<file path="src/rtl/imp_pkg.sv">
package imp_pkg;

    // Fixed register offsets inside the window
    localparam int OFS_GCR  = 0;
    localparam int OFS_SEL  = 1;
    localparam int OFS_PLO  = 2;
    localparam int OFS_PHI  = 3;
    localparam int OFS_DP0  = 4;
    localparam int NUM_DP   = 4;

    // Select register field positions
    localparam int SEL_WIDE_BIT = 2;
    localparam int SEL_BANK_LSB = 3;

    typedef enum logic [2:0] {
        CL_NONE = 3'd0,
        CL_GCR  = 3'd1,
        CL_SEL  = 3'd2,
        CL_PLO  = 3'd3,
        CL_PHI  = 3'd4,
        CL_DATA = 3'd5,
        CL_RSVD = 3'd6,
        CL_XREG = 3'd7
    } acc_class_e;

endpackage

</file>
<file path="src/rtl/imp_decode.sv">
module imp_decode
    import imp_pkg::*;
#(
    parameter int ADDR_W      = 6,
    parameter int CFG_W       = 6,
    parameter int NUM_XREG    = 32,
    parameter int XREG_BASE   = 8,
    parameter int NARROW_SIZE = 16,
    parameter int WIDE_SIZE   = 40,
    localparam int XIDX_W     = $clog2(NUM_XREG)
) (
    input  logic [CFG_W-1:0]  cfg_index,
    input  logic              wide,
    input  logic [ADDR_W-1:0] addr,
    output acc_class_e        cls,
    output logic [XIDX_W-1:0] xidx
);

    localparam logic [ADDR_W-1:0] LIM_N  = ADDR_W'(NARROW_SIZE);
    localparam logic [ADDR_W-1:0] LIM_W  = ADDR_W'(WIDE_SIZE);
    localparam logic [ADDR_W-1:0] XBASE  = ADDR_W'(XREG_BASE);
    localparam logic [ADDR_W-1:0] DP_LO  = ADDR_W'(OFS_DP0);
    localparam logic [ADDR_W-1:0] DP_HI  = ADDR_W'(OFS_DP0 + NUM_DP);

    logic [ADDR_W-1:0] limit;
    logic              hit;
    logic [ADDR_W-1:0] xoff;

    always_comb begin
        limit = wide ? LIM_W : LIM_N;
        hit   = (cfg_index != '0) && (addr < limit);
        xoff  = addr - XBASE;
        xidx  = xoff[XIDX_W-1:0];
        cls   = CL_NONE;
        if (hit) begin
            if (addr == ADDR_W'(OFS_GCR))      cls = CL_GCR;
            else if (addr == ADDR_W'(OFS_SEL)) cls = CL_SEL;
            else if (addr == ADDR_W'(OFS_PLO)) cls = CL_PLO;
            else if (addr == ADDR_W'(OFS_PHI)) cls = CL_PHI;
            else if (addr >= DP_LO && addr < DP_HI) cls = CL_DATA;
            else if (wide && addr >= XBASE)    cls = CL_XREG;
            else                               cls = CL_RSVD;
        end
    end

endmodule

</file>
<file path="src/rtl/imp_xregs.sv">
module imp_xregs #(
    parameter int NUM_XREG = 32,
    localparam int XIDX_W  = $clog2(NUM_XREG)
) (
    input  logic              clk,
    input  logic              rst_n,
    input  logic              we,
    input  logic [XIDX_W-1:0] idx,
    input  logic [7:0]        wdata,
    output logic [7:0]        rdata
);

    logic [7:0] store_q [NUM_XREG];

    for (genvar i = 0; i < NUM_XREG; i++) begin : g_cell
        logic [7:0] cell_d;
        always_comb begin
            cell_d = store_q[i];
            if (we && (idx == XIDX_W'(i))) cell_d = wdata;
        end
        always_ff @(posedge clk or negedge rst_n) begin
            if (!rst_n) store_q[i] <= 8'h00;
            else        store_q[i] <= cell_d;
        end
    end

    assign rdata = store_q[idx];

endmodule

</file>
<file path="src/rtl/imp_port.sv">
module imp_port
    import imp_pkg::*;
#(
    parameter int ADDR_W      = 6,
    parameter int CFG_W       = 6,
    parameter int PTR_W       = 15,
    parameter int BANK_W      = 2,
    parameter int NUM_XREG    = 32,
    parameter int XREG_BASE   = 8,
    parameter int NARROW_SIZE = 16,
    parameter int WIDE_SIZE   = 40,
    localparam int MEM_AW     = PTR_W + BANK_W
) (
    input  logic              clk,
    input  logic              rst_n,
    input  logic [CFG_W-1:0]  cfg_index,
    input  logic [ADDR_W-1:0] io_addr,
    input  logic              io_rd,
    input  logic              io_wr,
    input  logic [7:0]        io_wdata,
    output logic [7:0]        io_rdata,
    output logic              io_rdata_oe,
    output logic [MEM_AW-1:0] mem_addr,
    output logic [7:0]        mem_wdata,
    input  logic [7:0]        mem_rdata,
    output logic              mem_rd,
    output logic              mem_wr,
    output logic              mem_flash_ce,
    output logic              mem_sram_ce
);

    localparam int XIDX_W  = $clog2(NUM_XREG);
    localparam int DEV_BIT = SEL_BANK_LSB + BANK_W;

    typedef struct packed {
        logic [7:0]       gcr;
        logic [7:0]       sel;
        logic [PTR_W-1:0] ptr;
        logic [7:0]       rdata;
        logic             oe;
    } state_t;

    state_t st_d, st_q;

    acc_class_e        cls;
    logic [XIDX_W-1:0] xidx;
    logic [7:0]        x_rdata;
    logic              x_we;
    logic              rd_go, wr_go;
    logic [7:0]        rd_val;
    logic [15:0]       ptr_wide;

    imp_decode #(
        .ADDR_W(ADDR_W), .CFG_W(CFG_W), .NUM_XREG(NUM_XREG),
        .XREG_BASE(XREG_BASE), .NARROW_SIZE(NARROW_SIZE), .WIDE_SIZE(WIDE_SIZE)
    ) u_decode (
        .cfg_index(cfg_index),
        .wide     (st_q.sel[SEL_WIDE_BIT]),
        .addr     (io_addr),
        .cls      (cls),
        .xidx     (xidx)
    );

    imp_xregs #(.NUM_XREG(NUM_XREG)) u_xregs (
        .clk  (clk),
        .rst_n(rst_n),
        .we   (x_we),
        .idx  (xidx),
        .wdata(io_wdata),
        .rdata(x_rdata)
    );

    always_comb begin
        st_d     = st_q;
        st_d.oe  = 1'b0;
        st_d.rdata = 8'h00;
        wr_go    = io_wr;
        rd_go    = io_rd && !io_wr;
        rd_val   = 8'h00;
        x_we     = 1'b0;
        ptr_wide = 16'(st_q.ptr);
        mem_rd   = 1'b0;
        mem_wr   = 1'b0;

        case (cls)
            CL_GCR: begin
                rd_val = st_q.gcr;
                if (wr_go) st_d.gcr = io_wdata;
            end
            CL_SEL: begin
                rd_val = st_q.sel;
                if (wr_go) st_d.sel = io_wdata;
            end
            CL_PLO: begin
                rd_val = ptr_wide[7:0];
                if (wr_go) st_d.ptr[7:0] = io_wdata;
            end
            CL_PHI: begin
                rd_val = ptr_wide[15:8];
                if (wr_go) st_d.ptr[PTR_W-1:8] = io_wdata[PTR_W-9:0];
            end
            CL_DATA: begin
                rd_val = mem_rdata;
                mem_rd = rd_go;
                mem_wr = wr_go;
                if (rd_go || wr_go) st_d.ptr = st_q.ptr + 1'b1;
            end
            CL_XREG: begin
                rd_val = x_rdata;
                x_we   = wr_go;
            end
            default: rd_val = 8'h00;
        endcase

        if (rd_go && (cls != CL_NONE)) begin
            st_d.oe    = 1'b1;
            st_d.rdata = rd_val;
        end
    end

    always_ff @(posedge clk or negedge rst_n) begin
        if (!rst_n) st_q <= '0;
        else        st_q <= st_d;
    end

    assign mem_addr     = {st_q.sel[SEL_BANK_LSB +: BANK_W], st_q.ptr};
    assign mem_wdata    = io_wdata;
    assign mem_flash_ce = (mem_rd || mem_wr) && st_q.sel[DEV_BIT];
    assign mem_sram_ce  = (mem_rd || mem_wr) && !st_q.sel[DEV_BIT];
    assign io_rdata     = st_q.rdata;
    assign io_rdata_oe  = st_q.oe;

endmodule

</file>
<file path="config.mk">
export PLATFORM = sky130hd
export DESIGN_NAME = imp_port
export DESIGN_NICKNAME = d
export VERILOG_FILES = /design/src/rtl/imp_pkg.sv /design/src/rtl/imp_decode.sv /design/src/rtl/imp_xregs.sv /design/src/rtl/imp_port.sv
export SDC_FILE = /design/constraint.sdc
export NUM_CORES = 1
export LEC_CHECK = 0
export ABC_AREA = 1
export BUFFER_PORTS_ARGS = -buffer_cell sky130_fd_sc_hd__buf_2
export CORE_ASPECT_RATIO = 1.2
export CORE_UTILIZATION = 45
export DETAILED_ROUTE_END_ITERATION = 10
export PLACE_DENSITY_LB_ADDON = 0.15
export SYNTH_ARGS = -nofsm -noshare
export SYNTH_HDL_FRONTEND = slang
export SYNTH_HIERARCHICAL = 1
export SYNTH_SLANG_ARGS = --single-unit
export TNS_END_PERCENT = 30
</file>
<file path="constraint.sdc">
create_clock -name clk -period 3.8 [get_ports clk]
set_input_delay 0.38 -clock clk [delete_from_list [all_inputs] [get_ports clk]]
set_output_delay 0.38 -clock clk [all_outputs]
set_load 0.02 [all_outputs]
</file>
======== Word-level counts from Yosys, hierarchy flattened ========
Index checks and enable logic that the tools add are counted.
storage, ports and cells
  register bits ........................... 296
  input bits .............................. 32
  logic and storage cells ................. 163
cells by class
  $lt $le $gt $ge ......................... 5
  muxes and demuxes ....................... 21
  reduce and logical (&&, ||, !) cells .... 53
  $add $sub $neg .......................... 2
  bitwise logic cells ..................... 1
  eq/ne operators ......................... 43
operators by type and width
  cell                                                        count
  == test 5 bit, second input constant                        16
  one-hot mux 8 bit (6 select lines)                          1
  binary-select mux 8 bit (select 5 bit)                      1
  == test 5 x 4 -> 1 bit, second input constant               8
  logical AND 1 bit                                           39
  2-to-1 mux 8 bit                                            3
  == test 5 x 3 -> 1 bit, second input constant               4
  2-to-1 mux 3 bit                                            6
  one-hot mux 8 bit (2 select lines)                          1
  adder 15 x 1 -> 15 bit, second input constant               1
  2-to-1 mux 15 bit                                           1
  one-hot mux 7 bit (2 select lines)                          1
  == test 6 x 2 -> 1 bit, second input constant               2
  == test 5 x 2 -> 1 bit, second input constant               2
  == test 3 bit, second input constant                        3
  2-to-1 mux 9 bit                                            1
  2-to-1 mux 7 bit                                            1
  == test 3 x 2 -> 1 bit, second input constant               2
  == test 6 x 1 -> 1 bit, second input constant               1
  >= comparator 6 x 3 -> 1 bit, second input constant         1
  >= comparator 6 x 4 -> 1 bit, second input constant         1
  >= comparator 6 bit, second input constant                  1
  logical NOT 6 bit                                           1
  less-than comparator 6 x 4 -> 1 bit, second input constant  1
  other kinds (16)                                            26

======== Longest topological paths before layout ========
Gate-level depths: netlist of the first run.
  depth in word-level cells ............... 13
  gate-level depth with buffers ........... 18

======== Hierarchy ========
Netlist of the first run, hierarchy kept.
by module, submodules not included
  module      instances  area an instance (um^2)  cells an instance
  imp_xregs   1          12493.2                  1582
  imp_port    1          2627.5                   364
  imp_decode  1          216.5                    41

======== Worst setup path before layout of the first run ========
OpenSTA, ideal clock, no wires.
  kind .................................... flip-flop to flip-flop
  start point ............................. register st_q[26] in the netlist's numbering
  end point ............................... register u_xregs/store_q[165] in the netlist's numbering
  path buffers ............................ 2
  slack ................................... 0.978 ns
  data required time ...................... 3.667 ns
  cell stages (with the launch flop) ...... 16
  period minus slack after synthesis ...... 2.822 ns
  arrival ................................. 2.689 ns
  path through ............................ dfrtp_1 > inv_1 > ha_1 > a21oi_1 > o211a_1 > nand2_1 > nor2_1 > nand3_1 > nor2_1 > inv_1 > nor2_4 > buf_4 > nand2_1 > buf_2 > nand2_1 > o21ai_0
between the ends
  elaborated cells between the ends (all ways) .. 14
  those cells by class .................... order compare (1); eq/ne (1); mux (9); reduce/logical (3)
RTL lines
  element                          line              source
  from (decl)                      imp_port.sv:43    state_t st_d, st_q;
  from (signal assigned)           imp_port.sv:123   else st_q <= st_d;
  2-to-1 mux 6 bit                 imp_decode.sv:30  limit = wide ? LIM_W : LIM_N;
  less-than comparator 6 bit       imp_decode.sv:31  hit = (cfg_index != '0) && (addr < limit);
  logical AND 1 bit                imp_decode.sv:31
  2-to-1 mux 3 bit                 imp_decode.sv:35  if (hit) begin
  net cls[1]                       imp_port.sv:45    acc_class_e cls;
  == test 3 bit                    imp_port.sv:85    case (cls)
  2-to-1 mux 1 bit                 imp_port.sv:85
  net x_we                         imp_port.sv:48    logic x_we;
  logical AND 1 bit                imp_xregs.sv:19   if (we && (idx == XIDX_W'(i))) cell_d = wdata;
  to (signal, indexed assignment)  imp_xregs.sv:23   else store_q[i] <= cell_d;
  to (decl)                        imp_xregs.sv:13   logic [7:0] store_q [NUM_XREG];
The timed path passes the listed nets, and every way through them passes these cells.
A chain may end at the register's enable or synchronous reset.

======== Worst setup path in the final report of the first run ========
  start point ............................. register st_q[26] in the netlist's numbering
  end point ............................... output port mem_sram_ce
between the ends
  elaborated cells between the ends (all ways) .. 16
  those cells by class .................... order compare (1); eq/ne (1); mux (10); reduce/logical (4)
RTL lines
  element                       line              source
  2-to-1 mux 6 bit *            imp_decode.sv:30
  less-than comparator 6 bit *  imp_decode.sv:31
  logical AND 1 bit *           imp_decode.sv:31
  2-to-1 mux 3 bit *            imp_decode.sv:35
  net cls[1]                    imp_port.sv:45
  == test 3 bit *               imp_port.sv:85
  2-to-1 mux 1 bit              imp_port.sv:85
  logical OR 1 bit *            imp_port.sv:129   assign mem_sram_ce = (mem_rd || mem_wr) && !st_q.sel[DEV_BIT];
  logical AND 1 bit *           imp_port.sv:129
  to (decl)                     imp_port.sv:29    output logic mem_sram_ce
Mark *: on every way through the listed nets, which the timed path passes. The rest lies on a longest branch.

==> metrics.csv, run 1 <==
metric,value,unit
M1 GR Usage,34.11,%
Worst EP required,3.42,ns
worst slew pin tran,1.238,ns
fraction of the mapped netlist area in adder cells,0.3263,%
CTS sink cnt,296,
"Remaining Overflow, GRT",0,
cell leakage power,8.356,nW
startpoint types,flop,
Die Y-Extent,204.2,um
TritonCTS clock tree,yes,
Compound-Gate Fraction of Synth Area,12.62,%
critical path capture point type,output port,
most frequent cell after synthesis,nand2_1,
Total GRT Usage,25.57,%
1st-iter DRT viols,1146,
design area,0.01675,mm2
latest clock arrival within the worst-skew pair,0.52,ns
worst hold slack,0.1680,ns
Initial Utilization,46.00,%
clock slew at reported path FFs,0.05,ns
post-synthesis sequential area ratio,48.29,%
pin count of the biggest net entering global routing,101,
final WL,43.04,mm
Syn Area/Cell,7.719,um2
Port Buf Inserts,69,
final slew viol count,0,
crit path DAT,3.10,ns
synth unique cells,35,
Nets,2009,
die area,0.03483,mm2
synth top area cells,"dfrtp_1 (48%), nand2_1 (22%), o21ai_0 (6.7%), o21ai_2 (3.6%), nand3_1 (2.8%)",
cells after synthesis,1987,
Power Total,8.691,mW
Max-slew headroom,17.36,%
Tmin final,3.483,ns
Synth Warn #,6,
predominant post-synthesis flop cell,dfrtp_1,
number of synthesized register bits,296,
Setup CP Type,flop to output port,
Post-Place Cell Area,0.01559,mm2
Placement Rows,73,
GPL Wtd Cong,0.8828,
utilization after layout,50.25,%
Post-Syn Nets,2023,
Layout area overhead,9.219,%
clock root cell,clkbuf_16,
status,completed,
Die W,170.5,um
leading area contributor after synthesis,dfrtp_1,
max-cap violation count,0,
I/O pin count,70,
period utilization,91.65,%
number of synthesized flops with an enable pin,0,
XOR/XNOR Fraction of Synth Area,0,%
clk_skew,0.01810,ns
largest family of logic cells by synthesized area,simple AND/OR/NAND/NOR gates,
share of Yosys cell area claimed by the top area cell type,48.29,%
fmax,287.1,MHz
Cell Pwr Density,518.8,mW/mm2
"Cell Area, Synth",0.01534,mm2
# H-tree levels,2,
proportion of layout cells with a drive suffix above 1,13.73,%
cts repair resizes,0,
# diodes,0,
Max Buffers Root-to-Sink,3,
HPWL after DPL,27.36,mm
Post-Synth Simple-Gate Area,30.85,%
grt met2 use,43.16,%
Remaining DRCs,0,
post-DR vias/cell,5.244,
maximum fanout along the worst path,19,
vias in the first global route,12310,
initial antenna violation count,0,
first-pass GRT wire length,68.97,mm
total CTS buffers,34,
post-synthesis mux area share,0,%
RSZ-0062 raised after global routing,no,
Initial DRT Pass Iterations,6,
core area,0.03334,mm2
GR Util met3,3.176,%
Post-synth top cells,"nand2_1 (890), dfrtp_1 (296), o21ai_0 (205)",
min-delay worst type,input port to flop,
setup TNS,0,ns
maximum resistive drop on vdd,0.0003185,V
global routing's busiest layer,met2,
final setup vio count,0,
routed length per instance,17.60,um
ys async rst share,100.0,%
post-route ant nets,0,
final hold vios,0,
Vias,12830,
==> where the power goes <==
group	internal [mW]	total (mW)	switching, mW
logic	0.519	1.69	1.17
registers	3.48	3.74	0.263
clock network	1.97	3.26	1.29
total	5.97	8.69	2.72
==> cell usage in the layout, fill, tap and decap left out, types with 24 or more instances in the layout <==
master     count
buf_2         67
clkbuf_16     37
nand2_1      890
o21ai_2       63
nand2_2       24
o21ai_1       32
inv_1         63
nor2_1        73
o21ai_0      205
nand3_1       85
dfrtp_1      296
==> worst max-delay path: stages, from the launching register on <==
cell	delay [ns]
dfrtp_1	0.42
inv_1	0.09
ha_1	0.31
a21oi_1	0.18
o211a_1	0.22
nand2_1	0.08
nor2_1	0.36
inv_2	0.13
nand3_4	0.24
nor2_4	0.09
nor2_8	0.21
nor2_1	0.06
buf_2	0.16
==> path summary, 6_finish.rpt <==
path / startpoint / endpoint / slack [ns] / cells past startpoint
max: st_q[26] / mem_sram_ce / 0.32 / 12
min: io_wdata[4] / st_q[36] / 0.17 / 3
max reg2reg: st_q[26] / u_xregs/store_q[7] / 0.37 / 14
min reg2reg: u_xregs/store_q[82] / u_xregs/store_q[82] / 0.48 / 2
max in group asynchronous: rst_n / u_xregs/store_q[53] / 2.34 / 3
min in group asynchronous: rst_n / mem_addr[2] / 0.51 / 2
==> state kept, by name, indices dropped and copies added (netlist names) <==
| name | cells |
|---|---|
| io_rdata | 8 |
| mem_addr | 17 |
| io_rdata_oe | 1 |
| st_q | 14 |
| u_xregs/store_q | 256 |
==> kinds of logic (layout without fill, tap and decap cells) <==
kind of cell    after synthesis  after routing
simple gates               1130           1130
fa+ha+maj                     4              4
compound gates              334            334
flops                       296            296
buf+inv                     223            232
==> metal layers <==
layer | vias up | wire length, um
li1 | 6261 | -
met5 | - | 0
met3 | 67 | 1917
met2 | 320 | 20990
met1 | 6179 | 19110
met4 | 0 | 1021
==> per-stage QoR <==
stage,instances,worst slack [ns]
after floorplan,1987,0.9777
after global placement,2380,0.4531
after detailed placement,2380,0.2822
after CTS,2440,0.2355
after global routing,2446,0.1620
final,2446,0.3171
==> what timing repair did <==
action / CTS / global route
buffers inserted: 0 / 6
setup endpoints to repair: 0 / 8
hold buffers: 1 / 0
endpoints found under the hold margin: 97 / 0
==> layout make-up <==
type	instances	area, um2
repair buffers	100	693.2
flip-flops and latches	296	7407
clock inverters	5	75.07
clock buffers	54	1020
multi-input cells	1468	6718
fillers	3274	16590
inverters	73	275.3
well taps	450	563.0
Power figures use the tool's default switching activity.
==> run 2, diff against run 1 <==
- CAP_MARGIN: default -> 25
- CELL_PAD_IN_SITES_DETAIL_PLACEMENT: default -> 1
- CELL_PAD_IN_SITES_GLOBAL_PLACEMENT: default -> 1
==> metrics.csv, run 2 (synthesized netlist as in run 1, its figures left out) <==
metric,value,unit,change
"Remaining Overflow, GRT",0,,unchanged
most frequent cells in the layout,"nand2_1 (885), dfrtp_1 (296), o21ai_0 (205)",,
Die Y-Extent,204.2,um,unchanged
Port Buf Inserts,69,,unchanged
final hold vios,29,,+29
Register-to-Register Path Depth,14,,unchanged
post-route ant nets,0,,unchanged
Initial DRT Pass Iterations,5,,-1
Worst path max stage delay,0.48,ns,+0.06 ns
worst slew pin tran,1.086,ns,-0.1524 ns
Max-slew headroom,27.54,%,+10 points
1st-iter DRT viols,874,,-24%
pin count of the biggest net entering global routing,132,,+31%
setup ws final,0.3005,ns,-0.01665 ns
first-pass GRT wire length,77.94,mm,+13%
min-delay worst type,input port to async pin,,
dpl ws,0.2082,ns,-0.07406 ns
# diodes,0,,unchanged
Placement Rows,73,,unchanged
Initial Utilization,46.00,%,unchanged
GPL Wtd Cong,0.8844,,+0.18%
post-DR vias/cell,5.396,,+2.9%
core area,0.03334,mm2,unchanged
vias in the first global route,13880,,+13%
status,"finished, violations left",,
Worst EP required,4.17,ns,+0.75 ns
reg2reg start,st_q[26],,
proportion of layout cells with a drive suffix above 1,13.94,%,+0.21 points
crit-path most repeated cell,nand2_1,,
largest register by flop count,u_xregs/store_q,,
Die W,170.5,um,unchanged
final WL,47.78,mm,+11%
Remaining DRCs,0,,unchanged
# H-tree levels,2,,unchanged
period utilization,92.09,%,+0.44 points
worst flop-to-flop path endpoint,u_xregs/store_q[179],,
fillers,4159,,+27%
R2R Setup Slk,0.30,ns,-0.07 ns
Critical-path top delay cell,nor2_4,,
area of the multi-input gates,0.006733,mm2,+0.22%
Vias,13150,,+2.5%
critical path capture point type,flop,,
routed length per instance,19.61,um,+11%
final slew viol count,0,,unchanged
total CTS buffers,34,,unchanged
Power Total,8.694,mW,about the same
Layout area overhead,8.501,%,
CP Cell Sequence,inv_1 > ha_1 > a21oi_1 > o211a_1 > nand2_1 > nor2_2 > nand3_1 > buf_4 > nor2_1 > inv_1 > nor2_4 > nand2_1 > nand2_1 > o21ai_0,,
max reg flops,256,,unchanged
cell leakage power,8.303,nW,-0.63%
Total GRT Usage,28.92,%,+3.3 points
Tmin final,3.500,ns,+0.01665 ns
fmax,285.8,MHz,-0.48%
final setup vio count,0,,unchanged
RSZ-0062 raised after global routing,no,,
max-cap violation count,0,,unchanged
HPWL after DPL,30.33,mm,+11%
die area,0.03483,mm2,unchanged
CTS sink cnt,296,,unchanged
failing checks,negative hold slack,,
Setup CP Type,flop to flop,,
clock slew at reported path FFs,0.06,ns,about the same
latest clock arrival within the worst-skew pair,0.52,ns,about the same
"commonest non-fill, non-tap cell in the layout",nand2_1,,
clock root cell,clkbuf_16,,
worst hold slack,-0.03554,ns,-0.2035 ns
setup TNS,0,ns,unchanged
TritonCTS clock tree,yes,,
crit path DAT,3.87,ns,+0.77 ns
Cell Pwr Density,522.4,mW/mm2,+0.70%
FF+latch area,0.007407,mm2,unchanged
clk_skew,0.008386,ns,-0.009715 ns
initial antenna violation count,0,,unchanged
startpoint types,flop,,
I/O pin count,70,,unchanged
Nets,2002,,-0.35%
Max Buffers Root-to-Sink,3,,unchanged
maximum resistive drop on vdd,0.0002841,V,-11%
maximum fanout along the worst path,16,,-3
[run 2: cell count changes in the layout (fill, tap and decap cells not counted), moves of 2 or more]
cell	change
clkbuf_16	-2
buf_4	-2
buf_12	-4
clkbuf_8	+5
nand2_1	-5
nand2_2	+5
clkbuf_1	-5
[run 2: final cells by class]
type | instances | area share [%]
inverters | 73 | 1.662
multi-input cells | 1468 | 40.46
flip-flops and latches | 296 | 44.51
clock buffers | 52 | 6.128
clock inverters | 5 | 0.3233
well taps | 450 | 3.383
repair buffers | 93 | 3.534
[run 2: critical path: cells and delay by family, from the launching register on]
kind                     cells  cell delay, ns
AO/OA/AOI/OAI                3            0.51
adder cells (fa/ha/maj)      1            0.32
buffers and inverters        3            0.38
flip-flops                   1            0.41
AND/OR/NAND/NOR              7            1.71
[run 2: routing by layer]
| layer | track usage (%) | up-vias | wire (um) |
|---|---|---|---|
| met3 | 3.040 | 99 | 1421 |
| met2 | 49.31 | 252 | 23690 |
| met5 | 0 | - | 0 |
| li1 | - | 6253 | - |
| met1 | 38.03 | 6545 | 21120 |
| met4 | 10.10 | 0 | 1547 |
[run 2: how the worst max path moves through the flow]
stage	start	to
after floorplan	st_q[26]	u_xregs/store_q[165]
after global placement	io_addr[5]	u_xregs/store_q[39]
after detailed placement	io_addr[5]	u_xregs/store_q[36]
after CTS	st_q[26]	u_xregs/store_q[55]
after global routing	st_q[26]	u_xregs/store_q[181]
final	st_q[26]	u_xregs/store_q[179]
[run 2: power by group]
part	internal (mW)	switching, mW	leakage, nW	total [mW]
Sequential	3.48	0.279	4.07	3.76
Combinational	0.514	1.21	3.71	1.72
Clock	1.91	1.31	0.530	3.22
[run 2: through the flow]
stage	util [%]	cells	area [um2]	hold WS (ns)
2_1_floorplan	-	1987	15340	0.08441
3_3_place_gp	46.65	2380	15550	0.4640
3_5_place_dp	46.65	2380	15550	0.4684
4_1_cts	49.87	2437	16620	0.003732
5_1_grt	49.92	2437	16640	0.03629
6_report	49.92	2437	16640	-0.03554
[run 2: repair_timing]
item,in CTS,in global routing
gates resized for setup,0,7
endpoints found under the setup margin,0,86
setup buffers,0,0
hold buffers,0,0
